==> src/rtl/cap_timer.sv <==
module cap_timer #(
  parameter int TICK_DIV = 4
) (
  input  logic       clk,
  input  logic       rst_n,
  input  logic       ext_clk_in,
  input  logic       cap_in,
  input  logic [2:0] reg_addr,
  input  logic       reg_wr,
  input  logic       reg_rd,
  input  logic [7:0] reg_wdata,
  output logic [7:0] reg_rdata,
  output logic       tmr_irq,
  output logic       cap_irq
);
  localparam int TW = (TICK_DIV > 2) ? $clog2(TICK_DIV) : 1;

  logic [15:0] per_q, cnt_q, cap_q;
  logic        run_q, src_q, tie_q, cie_q;
  logic [1:0]  sel_q;
  logic        tmr_f, cap_f, unread, lo_seen, hi_seen, mst_ovf, vis_ovf;
  logic [2:0]  esync, csync;
  logic [3:0]  psc;
  logic [TW-1:0] div;

  wire tick     = (div == TW'(TICK_DIV - 1));
  wire ext_rise = esync[1] & ~esync[2];
  wire step     = run_q & (src_q ? ext_rise : tick);
  wire wrap     = step & (cnt_q == per_q);
  wire c_rise   = csync[1] & ~csync[2];
  wire c_fall   = ~csync[1] & csync[2];

  logic cap_evt;
  always_comb begin
    case (sel_q)
      2'b00:   cap_evt = c_fall;
      2'b01:   cap_evt = c_rise;
      2'b10:   cap_evt = c_rise & (psc[1:0] == 2'b11);
      default: cap_evt = c_rise & (psc == 4'hF);
    endcase
  end

  wire wr_sel     = reg_wr;
  wire rd_lo      = reg_rd & (reg_addr == 3'd2);
  wire rd_hi      = reg_rd & (reg_addr == 3'd3);
  wire both_done  = (lo_seen | rd_lo) & (hi_seen | rd_hi);
  wire unread_eff = unread & ~both_done;
  wire latch      = cap_evt & ~unread_eff;
  wire stat_wr    = wr_sel & (reg_addr == 3'd5);

  always_ff @(posedge clk or negedge rst_n) begin
    if (!rst_n) begin
      div   <= '0;
      esync <= '0;
      csync <= '0;
      psc   <= '0;
    end else begin
      div   <= tick ? '0 : div + 1'b1;
      esync <= {esync[1:0], ext_clk_in};
      csync <= {csync[1:0], cap_in};
      if (c_rise) psc <= psc + 4'd1;
    end
  end

  always_ff @(posedge clk or negedge rst_n) begin
    if (!rst_n) begin
      per_q <= '0;
      run_q <= 1'b0;
      src_q <= 1'b0;
      sel_q <= 2'b00;
      tie_q <= 1'b0;
      cie_q <= 1'b0;
    end else if (wr_sel) begin
      case (reg_addr)
        3'd0: per_q[7:0]  <= reg_wdata;
        3'd1: per_q[15:8] <= reg_wdata;
        3'd4: {cie_q, tie_q, sel_q, src_q, run_q} <= reg_wdata[5:0];
        default: ;
      endcase
    end
  end

  always_ff @(posedge clk or negedge rst_n) begin
    if (!rst_n) begin
      cnt_q <= '0;
      tmr_f <= 1'b0;
    end else begin
      if (step) cnt_q <= wrap ? 16'h0000 : cnt_q + 16'd1;
      if (wrap) tmr_f <= 1'b1;
      else if (stat_wr && reg_wdata[0]) tmr_f <= 1'b0;
    end
  end

  always_ff @(posedge clk or negedge rst_n) begin
    if (!rst_n) begin
      cap_q   <= '0;
      cap_f   <= 1'b0;
      unread  <= 1'b0;
      lo_seen <= 1'b0;
      hi_seen <= 1'b0;
      mst_ovf <= 1'b0;
      vis_ovf <= 1'b0;
    end else begin
      if (both_done) begin
        vis_ovf <= mst_ovf;
        mst_ovf <= 1'b0;
        unread  <= 1'b0;
        lo_seen <= 1'b0;
        hi_seen <= 1'b0;
      end else begin
        if (rd_lo) lo_seen <= 1'b1;
        if (rd_hi) hi_seen <= 1'b1;
      end
      if (cap_evt) begin
        if (unread_eff) begin
          mst_ovf <= 1'b1;
        end else begin
          cap_q   <= cnt_q;
          unread  <= 1'b1;
          lo_seen <= 1'b0;
          hi_seen <= 1'b0;
        end
      end
      if (latch) cap_f <= 1'b1;
      else if (stat_wr && reg_wdata[1]) cap_f <= 1'b0;
    end
  end

  always_comb begin
    case (reg_addr)
      3'd0: reg_rdata = per_q[7:0];
      3'd1: reg_rdata = per_q[15:8];
      3'd2: reg_rdata = cap_q[7:0];
      3'd3: reg_rdata = cap_q[15:8];
      3'd4: reg_rdata = {2'b00, cie_q, tie_q, sel_q, src_q, run_q};
      3'd5: reg_rdata = {5'b00000, vis_ovf, cap_f, tmr_f};
      3'd6: reg_rdata = cnt_q[7:0];
      default: reg_rdata = cnt_q[15:8];
    endcase
  end

  assign tmr_irq = tmr_f & tie_q;
  assign cap_irq = cap_f & cie_q;

  a_r2_wrap_to_zero: assert property (@(posedge clk) disable iff (!rst_n)
    wrap |=> (cnt_q == 16'h0000) && tmr_f);
  a_r4_hold_without_step: assert property (@(posedge clk) disable iff (!rst_n)
    !step |=> $stable(cnt_q));
  a_r8_latch_counter: assert property (@(posedge clk) disable iff (!rst_n)
    latch |=> cap_f && unread && (cap_q == $past(cnt_q)));
  a_r9_protect_unread: assert property (@(posedge clk) disable iff (!rst_n)
    (unread && !both_done) |=> $stable(cap_q));
  a_r10_master_cleared: assert property (@(posedge clk) disable iff (!rst_n)
    (both_done && !cap_evt) |=> !mst_ovf && !unread);
  a_r11_prescaler_advance: assert property (@(posedge clk) disable iff (!rst_n)
    c_rise |=> psc == $past(psc) + 4'd1);
endmodule

==> config.mk <==
export PLATFORM = sky130hd
export DESIGN_NAME = cap_timer
export DESIGN_NICKNAME = d
export VERILOG_FILES = /design/src/rtl/cap_timer.sv
export SDC_FILE = /design/constraint.sdc
export NUM_CORES = 1
export LEC_CHECK = 0
export ABC_AREA = 1
export ABC_CLOCK_PERIOD_IN_PS = 4500
export BUFFER_PORTS_ARGS = -buffer_cell sky130_fd_sc_hd__buf_2
export CORE_MARGIN = 2
export CORE_UTILIZATION = 30
export CTS_BUF_LIST = sky130_fd_sc_hd__clkbuf_8
export DETAILED_ROUTE_END_ITERATION = 8
export PLACE_DENSITY = 0.5
export SYNTH_ARGS = -nofsm -noshare
export SYNTH_HDL_FRONTEND = slang
export SYNTH_SLANG_ARGS = --single-unit
==> constraint.sdc <==
create_clock -name clk -period 4.5 [get_ports clk]
set_clock_uncertainty 0.1 [all_clocks]
set_input_delay 0.9 -clock clk [delete_from_list [all_inputs] [get_ports clk]]
set_output_delay 0.9 -clock clk [all_outputs]
set_load 0.01 [all_outputs]
==> flow_summary.ini <==
[routing]
vias = 3478
dr.first_iter.drc_count = 257
drt_first_pass_iters = 4
wirelength_um = 11000
viasPerCell = 4.67
ant_nets = 0
detail_route.wl_per_cell_um = 14.8
drc = 0

[logic_synthesis]
ys_types = 29
yosysTopAreaCell = dfrtp_1
postSynthAreaPerCell_um2 = 7.46
syn_nets = 557
synth_top_family_by_area = simple AND/OR/NAND/NOR gates
syn_inst = 537
synth.area.mux_share_pct = 0
ys_seq_area_share_pct = 45.6
synthTopCellsByArea = dfrtp_1, nand2_1, inv_1
yosysTopAreaCellShare_pct = 45.6
synth-xor-area-share_pct = 1.75
yosys.area_share.simple_pct = 31.4
synth_warnings = 0
ys_ff_latch = 73
synth_compound_area_share_pct = 12.0
synth_fa_ha_area_share_pct = 0.937
syn_area_mm2 = 0.00401

[clock_network]
root_buffer = clkbuf_8
cts_tree = yes
cts_hold_buf = 0
postCtsSetupRepairBufs = 0
cts_sinks = 73
cts_buffer_depth = 2
clock_latency_ns = 0.36
cts_max_level = 3
cts_inserted_buffers = 9
post_cts_resized = 0
clkTransAtPathRegs_ns = 0.08

[worst_setup_path]
crit_arrival_ns = 2.15
crit_type = in -> out
startpoint_type = input pin
r2r_end = cnt_q[5]
cp-startpoint = reg_addr[0]
crit_chain = buf_2, inv_2, nor2_2, nand2_1, o21ai_0, a21oi_1, o211ai_1, buf_2
critPathMaxStageDelay_ns = 0.25
end_kind = output port
cp_max_fo = 8
slowest_stage = nand2_1
worst-r2r-cell-count = 8
r2r_setup_slack_ns = 2.16
critPathMostFrequentCell = buf_2
crit_path_end = reg_rdata[5]
crit-reg2reg-launch = div[0]
critPathRequiredTime_ns = 3.50

[floorplanning]
fp.dieH_um = 120
start_util_pct = 30.5
ios = 27
core_mm2 = 0.0131
die_width_um = 120
dieArea_mm2 = 0.0143
rows = 42

[timing]
setup_viol = 0
finalHoldViolations = 0
layout_setup_ws_ns = 1.35
slew_headroom_pct = 36.2
worst_slew_pin_slew_ns = 0.957
rsz0062_at_grt = no
max_freq_mhz = 317
tns_ns = 0
period_minus_slack_ns = 3.15
fin_crit_sh_pct = 70.0
slew_violations = 0

[pwr]
power_density_mw_per_mm2 = 414
vdd_drop_max_mv = 0.118
p_leak_nw = 2.22

[place]
dp_hpwl_um = 8320
place_ws_ns = 1.34
io_buffers = 26
placed_cells = 728
place.gp.congestion = 0.939

[finish]
final_cell_mix = nand2_1, dfrtp_1, inv_1, nor2_1, o21ai_0
nets = 583
drive_gt1_share_pct = 16.2
final_common_cell = nand2_1
diodes = 0
stdcell_count = 744
area_delta_synth_final_pct = 12.1
multi_input_area_mm2 = 0.00185
fillCellCount = 1423
regArea_mm2 = 0.00183

[run]
drv_cap = 0

[hold_path]
hold_class = reg -> reg
min-delay-start = esync[0]

[global_routing]
antenna_found_initial = 0
grt_max_degree = 74
grt_pass1_wl_um = 18100
grt_pass1_vias = 3350
grt-ovfl-total = 0
grt_usage_pct = 16.5

[status]
status = finished clean
==> worst max-delay path, delay by kind of cell <==
family	cells	cell delay (ns)
buf+inv	3	0.42
simple gates	2	0.41
compound gates	3	0.42
==> sequential cells by signal (all words and copies together), names as in the netlist, 2 cells and up <==
| name | count |
|---|---|
| csync | 3 |
| per_q | 16 |
| psc | 4 |
| cap_q | 16 |
| esync | 3 |
| cnt_q | 16 |
| sel_q | 2 |
| div | 2 |
==> stage by stage <==
stage / hold slack (ns) / power [mW] / instance area (um2) / util, %
after floorplan: 0.231 / 1.19 / 4010 / -
after global placement: 0.233 / 1.33 / 4290 / 32.6
after detailed placement: 0.236 / 1.34 / 4290 / 32.6
after CTS: 0.256 / 1.88 / 4490 / 34.2
after global routing: 0.271 / 2.00 / 4490 / 34.2
final: 0.253 / 1.86 / 4490 / 34.2
==> per-layer routing <==
metal / GRT usage [%] / up-vias / part of all wire (%)
met5: 0 / - / 0
met3: 2.38 / 14 / 3.2
met4: 6.10 / 0 / 1.9
met2: 25.1 / 62 / 44
met1: 23.8 / 1658 / 51
li1: - / 1744 / -
==> final cells by class <==
type,instances,area share [%]
clock buffers,10,3.06
flip-flops and latches,73,40.7
repair buffers,26,2.95
multi-input cells,383,41.1
inverters,70,5.85
clock inverters,6,1.48
well taps,176,4.90
==> cell families after synthesis <==
family	count (synthesis)
XOR/XNOR	8
flip-flops	73
adder cells (fa/ha/maj)	3
AND/OR/NAND/NOR	295
AO/OA/AOI/OAI	77
buffers and inverters	81
==> synthesized netlist by cell type, drive strengths merged <==
cell type,count
a21oi,11
buf,9
clkbuf,2
dfrtp,73
ha,3
inv,70
nand2,192
nand3,27
nand3b,1
nand4,7
nor2,62
nor3,5
o2111ai,1
o211ai,6
o21ai,52
o21bai,1
o22ai,6
or2,1
xnor2,2
xor2,6
==> how the worst min path moves through the flow <==
stage               end  cells past startpoint  slack [ns]
3_3_place_gp   csync[1]                      0        0.23
5_1_grt        esync[1]                      0        0.27
4_1_cts        esync[1]                      0        0.26
2_1_floorplan  csync[1]                      0        0.23
6_report       esync[1]                      0        0.25
3_5_place_dp   esync[1]                      0        0.24
==> power by group <==
group          internal (mW)  switching [mW]
Clock                  0.272           0.267
Combinational          0.159           0.282
Sequential             0.767           0.113
Total                   1.20           0.662
(Power assumes the default switching activity.)
